[src/rtl/fpc_pkg.sv]
package fpc_pkg;
  localparam int unsigned DEF_EXP_W  = 8;
  localparam int unsigned DEF_FRAC_W = 23;
  localparam int unsigned CLS_W      = 6;
  // one-hot class bit positions (ordering is part of the output contract)
  localparam int unsigned CLS_ZERO   = 0;
  localparam int unsigned CLS_SUB    = 1;
  localparam int unsigned CLS_NORM   = 2;
  localparam int unsigned CLS_INF    = 3;
  localparam int unsigned CLS_QNAN   = 4;
  localparam int unsigned CLS_SNAN   = 5;
  typedef logic [CLS_W-1:0] cls_t;
endpackage

[src/rtl/fpc_decode.sv]
module fpc_decode
  import fpc_pkg::*;
#(
  parameter int unsigned EXP_W  = DEF_EXP_W,
  parameter int unsigned FRAC_W = DEF_FRAC_W,
  localparam int unsigned WORD_W = 1 + EXP_W + FRAC_W
) (
  input  logic [WORD_W-1:0] op_i,
  input  logic              nan2008_i,
  output cls_t              cls_o,
  output logic              snan_o
);
  logic [EXP_W-1:0]  exp_fld;
  logic [FRAC_W-1:0] frac_fld;
  logic exp_ones, exp_none, frac_none, qbit, is_nan;

  always_comb begin
    exp_fld   = op_i[WORD_W-2 -: EXP_W];
    frac_fld  = op_i[FRAC_W-1:0];
    exp_ones  = &exp_fld;
    exp_none  = ~|exp_fld;
    frac_none = ~|frac_fld;
    qbit      = frac_fld[FRAC_W-1];
    is_nan    = exp_ones & ~frac_none;
    snan_o    = is_nan & (nan2008_i ^ qbit);
  end

  always_comb begin
    cls_o           = '0;
    cls_o[CLS_ZERO] = exp_none & frac_none;
    cls_o[CLS_SUB]  = exp_none & ~frac_none;
    cls_o[CLS_NORM] = ~exp_none & ~exp_ones;
    cls_o[CLS_INF]  = exp_ones & frac_none;
    cls_o[CLS_QNAN] = is_nan & ~snan_o;
    cls_o[CLS_SNAN] = snan_o;
  end
endmodule

[src/rtl/fpc_quiet.sv]
module fpc_quiet
  import fpc_pkg::*;
#(
  parameter int unsigned EXP_W  = DEF_EXP_W,
  parameter int unsigned FRAC_W = DEF_FRAC_W,
  localparam int unsigned WORD_W = 1 + EXP_W + FRAC_W,
  localparam int unsigned QPOS   = FRAC_W - 1,
  localparam int unsigned RPOS   = FRAC_W - 2
) (
  input  logic [WORD_W-1:0] op_i,
  input  logic              nan2008_i,
  input  logic              fire_i,
  output logic [WORD_W-1:0] res_o
);
  logic low_none;

  always_comb begin
    low_none = ~|op_i[RPOS:0];
    res_o    = op_i;
    if (fire_i) begin
      if (nan2008_i) begin
        res_o[QPOS] = 1'b1;
      end else begin
        res_o[QPOS] = 1'b0;
        // keep the word a NaN when the quiet bit was the only fraction bit
        if (low_none) res_o[RPOS] = 1'b1;
      end
    end
  end
endmodule

[src/rtl/fpc_nan_unit.sv]
module fpc_nan_unit
  import fpc_pkg::*;
#(
  parameter int unsigned EXP_W  = DEF_EXP_W,
  parameter int unsigned FRAC_W = DEF_FRAC_W,
  localparam int unsigned WORD_W = 1 + EXP_W + FRAC_W
) (
  input  logic [WORD_W-1:0] op_i,
  input  logic              nan2008_i,
  input  logic              quiet_req_i,
  output logic [CLS_W-1:0]  cls_o,
  output logic [WORD_W-1:0] res_o,
  output logic              inv_o
);
  logic snan;
  logic fire;

  fpc_decode #(.EXP_W(EXP_W), .FRAC_W(FRAC_W)) u_decode (
    .op_i      (op_i),
    .nan2008_i (nan2008_i),
    .cls_o     (cls_o),
    .snan_o    (snan)
  );

  assign fire  = quiet_req_i & snan;
  assign inv_o = fire;

  fpc_quiet #(.EXP_W(EXP_W), .FRAC_W(FRAC_W)) u_quiet (
    .op_i      (op_i),
    .nan2008_i (nan2008_i),
    .fire_i    (fire),
    .res_o     (res_o)
  );
endmodule

[config.mk]
export PLATFORM = sky130hd
export DESIGN_NAME = fpc_nan_unit
export DESIGN_NICKNAME = d
export VERILOG_FILES = /design/src/rtl/fpc_pkg.sv /design/src/rtl/fpc_decode.sv /design/src/rtl/fpc_quiet.sv /design/src/rtl/fpc_nan_unit.sv
export SDC_FILE = /design/constraint.sdc
export NUM_CORES = 1
export LEC_CHECK = 0
export BUFFER_PORTS_ARGS = -buffer_cell sky130_fd_sc_hd__buf_2
export CAP_MARGIN = 20
export CORE_AREA = 2 2 42 44
export DETAILED_ROUTE_END_ITERATION = 8
export DIE_AREA = 0 0 44 46
export PLACE_DENSITY_LB_ADDON = 0.3
export SLEW_MARGIN = 20
export SYNTH_ARGS = -nofsm -noshare
export SYNTH_HDL_FRONTEND = slang
export SYNTH_HIERARCHICAL = 1
export SYNTH_SLANG_ARGS = --single-unit
[constraint.sdc]
create_clock -name vclk -period 4.7
set_input_delay 0.47 -clock vclk [all_inputs]
set_output_delay 0.47 -clock vclk [all_outputs]
set_load 0.05 [all_outputs]
==> metrics.md, run 1 <==
| Metric | Value |
|---|---|
| Core area | 1610 sq um |
| Post-CTS Hold Fix Bufs | 0 |
| Worst path slowest cell | or2_2 |
| Synth cell types | 17 |
| WL per Instance | 10.3 um |
| Pin count of the biggest net entering global routing | 4 |
| Min Tclk post-route | 2.66 ns |
| Worst VDD drop | 48.3 uV |
| Placed inst area | 623 sq um |
| Die width | 44 um |
| Crit path largest cell delay | 0.32 ns |
| Synth Cell Area | 479 sq um |
| FF+latch count | 0 |
| Data arrival, critical path | 2.19 ns |
| # diodes | 0 |
| Max Fclk | 0.376 GHz |
| Final HPWL DP | 1.21 mm |
| Mapped Nets | 100 |
| Min-Delay Startpoint | op_i[31] |
| Number of global-route vias before repair | 449 |
| All-Layer GR Usage | 0.114 |
| Final Hold Fails | 0 |
| Via/cell ratio | 4.76 |
| Compound-Gate Fraction of Synth Area | 0.0731 |
| Largest family of logic cells by synthesized area | buffers and inverters |
| Filler cell count | 186 |
| Crit end category | output pin |
| Avg Cell Area, Syn | 7.26 sq um |
| Initial DRC count | 0 |
| Max Cap Violations | 0 |
| Num ports | 73 |
| Number of gates resized after cts | 0 |
| RSZ-0062 raised after global routing | no |
| Rows | 15 |
| Total congestion overflow | 0 |
| Cell area after layout | 623 sq um |
| CP Max Fanout | 3 |
| Register area | 0 sq um |
| Worst Setup Start Kind | input port |
| Setup repair bufs after CTS | 0 |
| Setup TNS Final | 0 ns |
| RD Place Congestion | 0.789 |
| Die Ht | 46 um |
| Share of cells above drive strength 1 | 0.736 |
| DR pass1 iterations | 1 |
| Via Count | 585 |
| Nets | 142 |
| Simple-gate share of the synthesized area | 0.399 |
| Mux cell area share after synthesis | 0.0235 |
| Place WS | 2.02 ns |
| Seq/Total Area, Yosys | 0 |
| Lkg Pwr | 0.331 nW |
| Warnings from Yosys | 6 |
| Routed Antenna Nets | 0 |
| Syn Inst Count | 66 |
| Critical path class | in -> out |
| Final WL | 1.27 mm |
| Max_slew headroom | 0.744 |
| Initial antenna violation count | 0 |
| Fin. max-slew vios | 0 |
| WHS Endpoint | res_o[31] |
| DRC violations left | 0 |
| # port buffers | 71 |
| Final hold slack | 0.940 ns |
| Crit path cell chain | buf_2 -> nand4_1 -> or2_2 -> a211oi_1 -> and2_1 -> nor4b_2 -> nand4_1 -> o21bai_1 -> buf_2 |
| Status | finished clean |
| Adder-cell share of the synthesized area | 0 |
| First-pass GRT wire length | 1.86 mm |
| Hold path depth | 0 |
| Initial Util | 0.297 |
| Worst hold-check path type | in -> out |
| Synth Area in XOR/XNOR | 0.0183 |
| Origin of the worst setup path | op_i[25] |
| Final setup fails | 0 |
| CLK BUF | 0 |
| Final Worst Setup Slack | 2.04 ns |
| Worst Path Required | 4.23 ns |
| P per Cell Area | 145 nW/um^2 |
| Fin crit share | 0.566 |
| Die footprint | 2020 sq um |
| Layout area overhead | 30.0% |
| Final Power | 0.0905 mW |
| Actual slew at the worst max-slew pin | 0.381 ns |
[critical path, delay by kind of cell]
| family | cells | cell delay [ns] |
|---|---|---|
| buffers and inverters | 2 | 0.38 |
| AND/OR/NAND/NOR | 5 | 0.94 |
| AO/OA/AOI/OAI | 2 | 0.40 |
[report_power, final]
part,switching [mW],internal [mW],leakage (nW)
Clock,0,0,0
Sequential,0,0,0
Combinational,0.0681,0.0224,0.331
[synthesized netlist by cell type, drive strengths merged]
master / n / area [sq um]
and4: 1 / 10.0
or2: 1 / 6.26
o211a: 1 / 10.0
nand2: 3 / 11.3
nor2: 1 / 3.75
nor4b: 1 / 15.0
a211oi: 1 / 7.51
nand4: 4 / 25.0
and2: 2 / 12.5
mux2: 1 / 11.3
xnor2: 1 / 8.76
o21bai: 1 / 7.51
nor3: 4 / 20.0
nor4: 11 / 87.6
buf: 31 / 233
a21oi: 2 / 10.0
[metal layers]
metal	GRT usage	wire length [um]	vias to the layer above	part of all wire
met5	0	0	-	0
met4	0	0	0	0
met3	0	151	0	0.12
met2	0.218	639	40	0.50
met1	0.151	480	247	0.38
li1	-	-	298	-
[how the worst max path moves through the flow]
| stage | cells after the start | to | slack (ns) |
|---|---|---|---|
| after floorplan | 7 | res_o[21] | 1.47 |
| after global placement | 9 | res_o[21] | 2.06 |
| after detailed placement | 9 | res_o[21] | 2.02 |
| after CTS | 9 | res_o[21] | 2.01 |
| after global routing | 9 | res_o[21] | 1.79 |
| final | 9 | res_o[21] | 2.04 |
[metrics by stage]
step / cells / util
final: 123 / 0.386
after global routing: 123 / 0.386
after CTS: 123 / 0.386
after detailed placement: 123 / 0.386
after global placement: 123 / 0.386
after floorplan: 66 / -
[cell families (layout without fill, tap and decap cells)]
group | Yosys count | count (layout)
AO/OA/AOI/OAI | 5 | 5
XOR/XNOR | 1 | 1
buffers and inverters | 31 | 71
multiplexers | 1 | 1
AND/OR/NAND/NOR | 28 | 28
[placed cells by master, fill, tap and decap left out, types with 2 or more instances in the layout]
cell and instances:
nand4_1 4, and2_1 2, nor3_1 4, nand2_1 3
nor4_1 8, nor4_2 3, buf_2 71, a21oi_1 2
[final cells by class]
class / count / area (sq um) / area share
Timing Repair Buffer: 71 / 355 / 0.570
Multi-Input combinational cell: 35 / 246 / 0.396
Tap cell: 17 / 21.3 / 0.0341
Note: power is estimated with default switching activity, not from simulation.
==> run 2: changes to the inputs <==
--- a/config.mk
+++ b/config.mk
@@ -7,9 +7,9 @@
 export LEC_CHECK = 0
 export BUFFER_PORTS_ARGS = -buffer_cell sky130_fd_sc_hd__buf_2
 export CAP_MARGIN = 20
-export CORE_AREA = 2 2 42 44
+export CORE_AREA = 2 2 45 47
 export DETAILED_ROUTE_END_ITERATION = 8
-export DIE_AREA = 0 0 44 46
+export DIE_AREA = 0 0 47 49
 export PLACE_DENSITY_LB_ADDON = 0.3
 export SLEW_MARGIN = 20
 export SYNTH_ARGS = -nofsm -noshare
==> constraint.sdc (replaced) <==
create_clock -name vclk -period 2.4
set_input_delay 0.24 -clock vclk [all_inputs]
set_output_delay 0.24 -clock vclk [all_outputs]
set_load 0.05 [all_outputs]
==> run 2 against run 1 <==
  * First-iteration DRC count rose by 1
  * Global-route usage fell by 0.37 points
  * Cell count rose by 8.1%
  * Critical path depth did not move
  * Sequential share of layout area did not move
  * Combinational power rose by 98%
  * Sequential cell count did not move
  * Setup slack got worse by 1.8 ns
  * Count of clock-buffer cells in the layout did not move
  * Highest routed layer unchanged
==> metrics.md, run 2 (synthesis gave the netlist of run 1 again) <==
| Metric | Value |
|---|---|
| Crit path cell chain | buf_2 -> nand4_1 -> or2_2 -> a211oi_1 -> and2_2 -> nor4b_2 -> nand4_1 -> o21bai_2 -> buf_2 |
| Hold path depth | 0 |
| Lkg Pwr | 0.334 nW |
| Data arrival, critical path | 1.96 ns |
| Post-CTS Hold Fix Bufs | 0 |
| Via Count | 592 |
| CLK BUF | 0 |
| Via/cell ratio | 4.45 |
| Number of global-route vias before repair | 527 |
| Worst path slowest cell | or2_2 |
| Non-filler instance count after layout | 133 |
| Crit end category | output pin |
| Initial DRC count | 1 |
| Die Ht | 49 um |
| Status | finished clean |
| Placed Cells | 133 |
| Total congestion overflow | 0 |
| RSZ-0062 raised after global routing | no |
| Worst Path Required | 2.16 ns |
| WHS Endpoint | res_o[31] |
| Setup repair bufs after CTS | 0 |
| Die footprint | 2300 sq um |
| Core area | 1840 sq um |
| Worst Setup Start Kind | input port |
| Final WL | 1.34 mm |
| Initial antenna violation count | 0 |
| Setup TNS Final | 0 ns |
| Min-Delay Startpoint | op_i[31] |
| Register area | 0 sq um |
| Routed Antenna Nets | 0 |
| Pin count of the biggest net entering global routing | 4 |
| Final Hold Fails | 0 |
| Worst VDD drop | 146 uV |
| Initial Util | 0.260 |
| Layout Utilization | 0.348 |
| # port buffers | 71 |
| Number of gates resized after cts | 0 |
| P per Cell Area | 279 nW/um^2 |
| Final HPWL DP | 1.27 mm |
| Most common cell after layout, fill and taps aside | buf_2 |
| # diodes | 0 |
| DR pass1 iterations | 3 |
| First-pass GRT wire length | 2.05 mm |
| Filler cell count | 219 |
| Nets | 142 |
| Fin. max-slew vios | 0 |
| WL per Instance | 10.1 um |
| Critical path class | in -> out |
| Num ports | 73 |
| CP Max Fanout | 3 |
| Worst hold-check path type | in -> out |
| Layout area overhead | 33.7% |
| Rows | 16 |
| All-Layer GR Usage | 0.110 |
| Share of cells above drive strength 1 | 0.755 |
| Max Cap Violations | 0 |
| Actual slew at the worst max-slew pin | 0.343 ns |
| Commonest cells after routing, fill and taps aside | 71 x buf_2, 8 x nor4_1, 4 x nor3_1, 4 x nand4_1 |
| Max Fclk | 0.455 GHz |
| Max_slew headroom | 0.769 |
| Die width | 47 um |
| Crit path largest cell delay | 0.32 ns |
| Min Tclk post-route | 2.20 ns |
| FF+latch count | 0 |
| RD Place Congestion | 0.654 |
| Final setup fails | 0 |
| DRC violations left | 0 |
| Fin crit share | 0.916 |
## run 2: cell count changes in the layout (fill, tap and decap cells not counted)
cell | previous run | this run
and2_1 | 2 | 1
and2_2 | 0 | 1
o21bai_1 | 1 | 0
o21bai_2 | 0 | 1
## run 2: worst max-delay path by stage
stage,end,depth (start not counted),slack [ns],start
after floorplan,res_o[21],7,0.07,op_i[25]
after global placement,res_o[21],9,0.21,op_i[25]
after detailed placement,res_o[21],9,0.17,op_i[25]
after CTS,res_o[21],9,0.17,op_i[25]
after global routing,res_o[21],9,0.03,op_i[25]
final,res_o[21],9,0.20,op_i[25]
## run 2: through the flow
stage	setup WS (ns)	hold WS, ns	area [sq um]	power (mW)
finish	0.202	0.480	641	0.179
CTS	0.172	0.481	641	0.180
detailed placement	0.167	0.481	641	0.179
global placement	0.215	0.481	641	0.179
floorplan	0.0708	0.647	484	0.152
global route	0.0263	0.480	641	0.187
## run 2: report_power, final
group | switching [mW] | internal (mW)
registers | 0 | 0
clock network | 0 | 0
logic | 0.134 | 0.0442
total | 0.134 | 0.0442
## run 2: critical path, delay by kind of cell
family / cells / cell delay, ns
buffers and inverters: 2 / 0.37
and+or+nand+nor: 5 / 0.97
AOI/OAI and AO/OA: 2 / 0.39
## run 2: area by class of cell
cell class,instances,area [sq um],share of cell area
well taps,27,33.8,0.0527
repair buffers,71,355,0.555
multi-input cells,35,251,0.393
## run 2: metal layers
layer | up-vias | routed length, um | global-route usage
met5 | - | 0 | 0
met4 | 0 | 0 | 0.00463
met3 | 0 | 150 | 0.00370
met2 | 39 | 708 | 0.215
met1 | 253 | 480 | 0.131
li1 | 300 | - | -
